File: src/rtl/bac_pkg.sv
package bac_pkg;
    parameter int BANK_BITS = 6;
    parameter int OFS_BITS  = 12;

    typedef enum logic [1:0] {
        OP_HOLD   = 2'd0,
        OP_STEP   = 2'd1,
        OP_LOAD   = 2'd2,
        OP_REPLAY = 2'd3
    } op_e;
endpackage

File: src/rtl/bac_op_decode.sv
module bac_op_decode
    import bac_pkg::*;
(
    input  logic load_n,
    input  logic step_n,
    input  logic replay_n,
    output op_e  op
);
    // Priority: replay, then load, then step, else hold
    always_comb begin
        if (!replay_n)    op = OP_REPLAY;
        else if (!load_n) op = OP_LOAD;
        else if (!step_n) op = OP_STEP;
        else              op = OP_HOLD;
    end

    always_comb begin
        assert (replay_n || op == OP_REPLAY) else $error("AST_REPLAY_WINS");
    end
endmodule

File: src/rtl/bac_wrap_inc.sv
module bac_wrap_inc #(
    parameter int BANK_W = bac_pkg::BANK_BITS,
    parameter int OFS_W  = bac_pkg::OFS_BITS
) (
    input  logic [BANK_W+OFS_W-1:0] cur,
    output logic [BANK_W+OFS_W-1:0] nxt
);
    localparam int AW = BANK_W + OFS_W;

    logic [OFS_W:0] ofs_sum;
    assign ofs_sum = {1'b0, cur[OFS_W-1:0]} + {{OFS_W{1'b0}}, 1'b1};

    generate
        if (BANK_W > 0) begin : g_banked
            logic [BANK_W-1:0] bank_nxt;
            // Carry from offset into bank; last bank wraps to 0
            assign bank_nxt = cur[AW-1:OFS_W] + {{(BANK_W-1){1'b0}}, ofs_sum[OFS_W]};
            assign nxt      = {bank_nxt, ofs_sum[OFS_W-1:0]};
        end else begin : g_flat
            assign nxt = ofs_sum[OFS_W-1:0];
        end
    endgenerate
endmodule

File: src/rtl/bac_anchor.sv
module bac_anchor #(
    parameter int AW = bac_pkg::BANK_BITS + bac_pkg::OFS_BITS
) (
    input  logic          clk,
    input  logic          rst_n,
    input  logic          cap_en,
    input  logic [AW-1:0] cap_val,
    output logic [AW-1:0] anchor_q
);
    always_ff @(posedge clk) begin
        if (!rst_n)      anchor_q <= '0;
        else if (cap_en) anchor_q <= cap_val;
    end

    AST_ANCHOR_CAPTURE: assert property (@(posedge clk) disable iff (!rst_n)
        cap_en |=> anchor_q == $past(cap_val)) else $error("AST_ANCHOR_CAPTURE");
    AST_ANCHOR_KEEP: assert property (@(posedge clk) disable iff (!rst_n)
        !cap_en |=> $stable(anchor_q)) else $error("AST_ANCHOR_KEEP");
endmodule

File: src/rtl/burst_addr_counter.sv
module burst_addr_counter
    import bac_pkg::*;
#(
    parameter int BANK_W = BANK_BITS,
    parameter int OFS_W  = OFS_BITS
) (
    input  logic                    clk,
    input  logic                    rst_n,
    input  logic [BANK_W+OFS_W-1:0] ext_addr,
    input  logic                    load_n,
    input  logic                    step_n,
    input  logic                    replay_n,
    output logic [BANK_W+OFS_W-1:0] addr_o
);
    localparam int AW = BANK_W + OFS_W;

    op_e           op;
    logic [AW-1:0] cnt_q, cnt_d, inc_val, anchor_q;

    bac_op_decode u_dec (
        .load_n   (load_n),
        .step_n   (step_n),
        .replay_n (replay_n),
        .op       (op)
    );

    bac_wrap_inc #(.BANK_W(BANK_W), .OFS_W(OFS_W)) u_inc (
        .cur (cnt_q),
        .nxt (inc_val)
    );

    // Anchor takes every external load, even under replay
    bac_anchor #(.AW(AW)) u_anchor (
        .clk      (clk),
        .rst_n    (rst_n),
        .cap_en   (!load_n),
        .cap_val  (ext_addr),
        .anchor_q (anchor_q)
    );

    always_comb begin
        unique case (op)
            OP_REPLAY: cnt_d = anchor_q;
            OP_LOAD:   cnt_d = ext_addr;
            OP_STEP:   cnt_d = inc_val;
            OP_HOLD:   cnt_d = cnt_q;
            default:   cnt_d = cnt_q;
        endcase
    end

    // State register
    always_ff @(posedge clk) begin
        if (!rst_n) cnt_q <= '0;
        else        cnt_q <= cnt_d;
    end

    // Output process
    always_comb addr_o = cnt_q;

    AST_LOAD_TAKES: assert property (@(posedge clk) disable iff (!rst_n)
        (replay_n && !load_n) |=> addr_o == $past(ext_addr)) else $error("AST_LOAD_TAKES");
    AST_STEP_ONE: assert property (@(posedge clk) disable iff (!rst_n)
        (replay_n && load_n && !step_n) |=> addr_o == AW'($past(addr_o) + 1'b1)) else $error("AST_STEP_ONE");
    AST_HOLD_STABLE: assert property (@(posedge clk) disable iff (!rst_n)
        (replay_n && load_n && step_n) |=> $stable(addr_o)) else $error("AST_HOLD_STABLE");
    AST_REPLAY_ANCHOR: assert property (@(posedge clk) disable iff (!rst_n)
        !replay_n |=> addr_o == $past(anchor_q)) else $error("AST_REPLAY_ANCHOR");
endmodule

File: config.mk
export PLATFORM = sky130hd
export DESIGN_NAME = burst_addr_counter
export DESIGN_NICKNAME = d
export VERILOG_FILES = /design/src/rtl/bac_pkg.sv /design/src/rtl/bac_op_decode.sv /design/src/rtl/bac_wrap_inc.sv /design/src/rtl/bac_anchor.sv /design/src/rtl/burst_addr_counter.sv
export SDC_FILE = /design/constraint.sdc
export NUM_CORES = 1
export LEC_CHECK = 0
export BUFFER_PORTS_ARGS = -buffer_cell sky130_fd_sc_hd__buf_4
export CAP_MARGIN = 20
export CELL_PAD_IN_SITES_DETAIL_PLACEMENT = 0
export CELL_PAD_IN_SITES_GLOBAL_PLACEMENT = 2
export CORE_ASPECT_RATIO = 1.1
export CORE_MARGIN = 4
export CORE_UTILIZATION = 38
export DETAILED_ROUTE_END_ITERATION = 6
export PLACE_DENSITY = 0.85
export SLEW_MARGIN = 20
export SYNTH_ARGS = -nofsm -noshare
export SYNTH_HDL_FRONTEND = slang
export SYNTH_HIERARCHICAL = 1
export SYNTH_SLANG_ARGS = --single-unit
File: constraint.sdc
create_clock -name clk -period 4.96 [get_ports clk]
set_input_delay 0.992 -clock clk [delete_from_list [all_inputs] [get_ports clk]]
set_output_delay 0.992 -clock clk [all_outputs]
set_load 0.05 [all_outputs]
[Word-level counts from Yosys, hierarchy flattened]
Cells that the tools add are included.
Word-level totals
  word-level logic and storage cells: 12
  register bits: 36
  input port bits: 23
Operators by class
  equal/unequal tests: 3
  add/sub/neg operators: 2
  reductions and logical operators: 1
  muxes and demuxes: 4
Operator list (number)
  18-bit one-hot mux with 3 select lines: 1
  12-bit by 1-bit adder with 13-bit output (second input constant): 1
  6-bit by 1-bit adder with 6-bit output: 1
  2-bit equality test (second input constant): 2
  2-bit two-way mux: 2
  2-bit by 1-bit equality test with 1-bit output (second input constant): 1
  2-bit logical NOT: 1
  1-bit two-way mux: 1

[Longest topological paths before layout]
  word-level depth: 5
  mapped depth: 9

[Modules after synthesis]
Netlist, hierarchy kept.
By module, submodules not included
  burst_addr_counter: cells an instance 92, sequential area each 360.3 sq um, times used 1, area an instance 1117.3 sq um
  bac_anchor: cells an instance 57, sequential area each 360.3 sq um, times used 1, area an instance 688.2 sq um
  bac_wrap_inc: cells an instance 42, sequential area each 0.0 sq um, times used 1, area an instance 286.5 sq um
  bac_op_decode: cells an instance 3, sequential area each 0.0 sq um, times used 1, area an instance 16.3 sq um

[Least setup slack after synthesis]
OpenSTA, ideal clock, no wires.
  path kind: register to register
  start: register cnt_q[0], in the netlist addr_o[0]
  end: register cnt_q[16], in the netlist addr_o[16]
  required time: 4.834 ns
  arrival: 2.199 ns
  cell stages (with the launch flop): 10
  period minus slack after synthesis: 2.325 ns
  setup slack: 2.635 ns
  library setup time: 0.126 ns
  cell sequence: dfxtp_1 ha_1 nand3_1 nor3_1 ha_1 ha_1 nand3_1 xnor2_1 a221oi_1 nor3b_1
On the way
  word-level cells in the longest chain between the ends: 3
RTL lines
  start: declaration: RTL line burst_addr_counter.sv:18  | logic [AW-1:0] cnt_q, cnt_d, inc_val, anchor_q;
  start signal: assignment: RTL line burst_addr_counter.sv:54  | else cnt_q <= cnt_d;
  12-bit by 1-bit adder with 13-bit output: RTL line bac_wrap_inc.sv:11  | assign ofs_sum = {1'b0, cur[OFS_W-1:0]} + {{OFS_W{1'b0}}, 1'b1};
  6-bit by 1-bit adder with 6-bit output: RTL line bac_wrap_inc.sv:17  | assign bank_nxt = cur[AW-1:OFS_W] + {{(BANK_W-1){1'b0}}, ofs_sum[OFS_W]};
  net inc_val[16]: RTL line burst_addr_counter.sv:18
  18-bit one-hot mux with 3 select lines: RTL line burst_addr_counter.sv:42  | unique case (op)
The timed path passes the listed nets, and every way through them passes these cells.
A chain may end at the register's enable or synchronous reset.

[Worst setup path after layout]
  start: input port step_n
  end: register cnt_q[13], in the netlist addr_o[13]
On the way
  word-level cells in the longest chain between the ends: 5
  elaborated cells on any way between the ends: 8
  those cells by class: eq/ne (3); mux (4); reduce/logical (1)
RTL lines
  start: declaration: RTL line burst_addr_counter.sv:11  | input logic step_n,
  1-bit two-way mux (*): RTL line bac_op_decode.sv:13  | else if (!step_n) op = OP_STEP;
  2-bit two-way mux (*): RTL line bac_op_decode.sv:12  | else if (!load_n) op = OP_LOAD;
  2-bit two-way mux (*): RTL line bac_op_decode.sv:11  | if (!replay_n) op = OP_REPLAY;
  net op[0]: RTL line burst_addr_counter.sv:17  | op_e op;
  2-bit by 1-bit equality test with 1-bit output / 2-bit equality test (equally long branches): RTL line burst_addr_counter.sv:42
  18-bit one-hot mux with 3 select lines: RTL line burst_addr_counter.sv:42
Mark *: on every way through the listed nets, which the timed path passes. The rest lies on a longest branch.

==> flow_summary.json <==
{
  "via_count": 1554,
  "gp_congestion": 0.764,
  "synth_seq_cells": 36,
  "netSwitchingPower_uw": 255,
  "rows": 28,
  "grt_pass1_vias": 1575,
  "r2r-end": "addr_o[16]",
  "instances_no_fill": 301,
  "timing.setup.tns_ps": 0,
  "h-tree-depth": 2,
  "critical_path.max_fanout": 18,
  "start_kind": "input port",
  "worstSetupPathType": "input port to flop",
  "synth_edf_count": 0,
  "switching_share_pct": 34.2,
  "post_drt_wl_per_cell_um": 15.7,
  "dp.cells": 296,
  "async_reset_ff_share_pct": 0,
  "grt-ovfl-total": 0,
  "internal_power_uw": 489,
  "synth_area_leaders": "dfxtp_1 (34%), mux2i_1 (8.5%), a221oi_2 (7.1%)",
  "maxClockFrequency_ghz": 0.384,
  "cap_violations": 0,
  "yosysTopAreaCellShare_pct": 34.2,
  "slew_headroom_pct": 31.0,
  "min_path_cells": 2,
  "synth_nets": 223,
  "r2r_slack_ps": 2750,
  "synth_seq_area_share_pct": 34.2,
  "critPathRequiredTime_ps": 5160,
  "initial_utilization_pct": 39.1,
  "setup_viol": 0,
  "combPwrFrac_pct": 28.6,
  "maxSlewViolCount": 0,
  "setup.worst_path.end_class": "flop",
  "antennaDiodeCount": 0,
  "final.fill_count": 566,
  "cts_tree": "built",
  "fin_worst_hold_slack_ps": 517,
  "synthToLayoutAreaGrowth_pct": 15.8,
  "clockRootBuffer": "clkbuf_8",
  "firstDrtPassIters": 4,
  "numClockSinks": 36,
  "leakagePower_nw": 1.04,
  "cts_resized": 0,
  "cts.reportedPaths.clkPinSlew_ps": 70,
  "yosysMostFrequentCell": "dfxtp_1",
  "peakVddDrop_uv": 150,
  "cts_buffers": 5,
  "status": "complete, no violations",
  "yosys_warnings": 6,
  "fin_nets": 257,
  "worst_slew_pin_slew_ps": 1030,
  "synth_area_mm2": 0.00211,
  "rsz0062_at_grt": "no",
  "synth_flop_cell": "dfxtp_1",
  "grt_pass1_wl_um": 7700,
  "clock_latency_ps": 280,
  "cts_buffer_depth": 2,
  "ys_types": 31,
  "antenna_found_initial": 0,
  "hold_start": "u_anchor/anchor_q[14]",
  "reg2reg_from": "addr_o[0]",
  "cts_hold_buf": 0,
  "period_minus_slack_ps": 2600,
  "worstPathArrival_ps": 2800,
  "core_area_mm2": 0.00540,
  "drt_iter0_markers": 45,
  "dieArea_mm2": 0.00681,
  "power_frac_seq_pct": 46.0,
  "hp-class": "flop to flop",
  "viasPerCell": 5.16,
  "wl_um": 4710,
  "pwr_density_cell_mw_per_mm2": 305,
  "power.share.clock_pct": 25.4,
  "drc": 0,
  "hpwl_um": 3020,
  "die_h_um": 86.1,
  "final_util_pct": 45.3,
  "holdPathEnd": "u_anchor/anchor_q[14]",
  "finalHoldViolCount": 0,
  "ant_nets": 0,
  "grt_usage_pct": 14.3,
  "total_power_uw": 744,
  "drive_gt1_share_pct": 35.0,
  "post_cts_buffers": 0,
  "period_share_pct": 52.4,
  "dieWidth_um": 79.0,
  "ys_top_cells_by_count": "dfxtp_1 (36), mux2i_1 (18), nor2b_1 (18)",
  "grt_max_degree": 37,
  "synth_area_per_cell_um2": 10.9,
  "ios": 41,
  "finClkSkew_ps": 5.32,
  "reg2reg_depth": 9,
  "yosysTopAreaCell": "dfxtp_1",
  "synth_cells": 194,
  "io_buffers": 40
}
-- metrics by stage --
stage	instance area (µm²)	worst slack (ps)
after global routing	2440	2260
after detailed placement	2370	2080
after CTS	2440	2360
after global placement	2370	2120
after floorplan	2110	2640
final	2440	2360
-- how the worst max path moves through the flow --
| stage | end | from | depth (start not counted) | slack (ps) |
|---|---|---|---|---|
| 5_1_grt | addr_o[13] | load_n | 8 | 2260 |
| 6_report | addr_o[13] | step_n | 7 | 2360 |
| 2_1_floorplan | addr_o[16] | addr_o[0] | 9 | 2640 |
| 3_5_place_dp | addr_o[13] | step_n | 7 | 2080 |
| 3_3_place_gp | addr_o[13] | step_n | 7 | 2120 |
| 4_1_cts | addr_o[13] | step_n | 7 | 2360 |
-- sequential cells by signal, summed over array words and instances, names as in the netlist --
signal	cells
addr_o	18
u_anchor/anchor_q	18
-- cell families after synthesis --
kind of cell               after synthesis  share of synthesized area, %
and+or+nand+nor                         64                          20.9
AOI/OAI and AO/OA                       36                          19.0
DFF                                     36                          34.2
buffers and inverters                   20                          8.01
muxes                                   18                          8.55
xor gates and xnor gates                14                          5.82
adders and majority gates                6                          3.56
-- worst max-delay path: stages --
cell,delay (ps)
buf_4,110
o21ai_2,140
inv_1,80
ha_1,320
nand2b_1,710
a221oi_1,140
nor4b_2,310
-- routing by layer --
layer	vias to the layer above	share of wire, %	GRT usage (%)
li1	780	-	-
met1	737	48	18.7
met2	33	46	23.4
met3	4	4.6	3.68
met4	0	0.72	3.75
met5	-	0	0
-- cell type report --
type                       count  area [µm²]  area share (%)
sequential                    36         721            29.5
inverter                       7        40.0            1.64
timing repair buffer          40         300            12.3
multi-input combinational    138        1220            49.9
clock buffer                   5        68.8            2.82
tap                           75        93.8            3.84
-- placed cells by master, fill, tap and decap left out, types with 7 or more instances in the layout --
cell	Yosys	final
mux2i_1	18	18
nor2b_1	18	18
dfxtp_1	36	36
nand3_1	7	7
o22ai_2	9	9
buf_4	2	40
a221oi_1	8	8
nor3b_2	9	9
xor2_1	9	9
nor3b_1	7	7
a221oi_2	10	10
o22ai_1	7	7
-- power by group through the flow --
stage / Sequential, mW / Combinational [mW] / Clock (mW)
floorplan: 0.395 / 0.116 / 0
global placement: 0.350 / 0.213 / 0
detailed placement: 0.349 / 0.214 / 0
CTS: 0.343 / 0.215 / 0.196
global route: 0.347 / 0.228 / 0.210
finish: 0.343 / 0.212 / 0.189
Power figures use the tool's default switching activity.
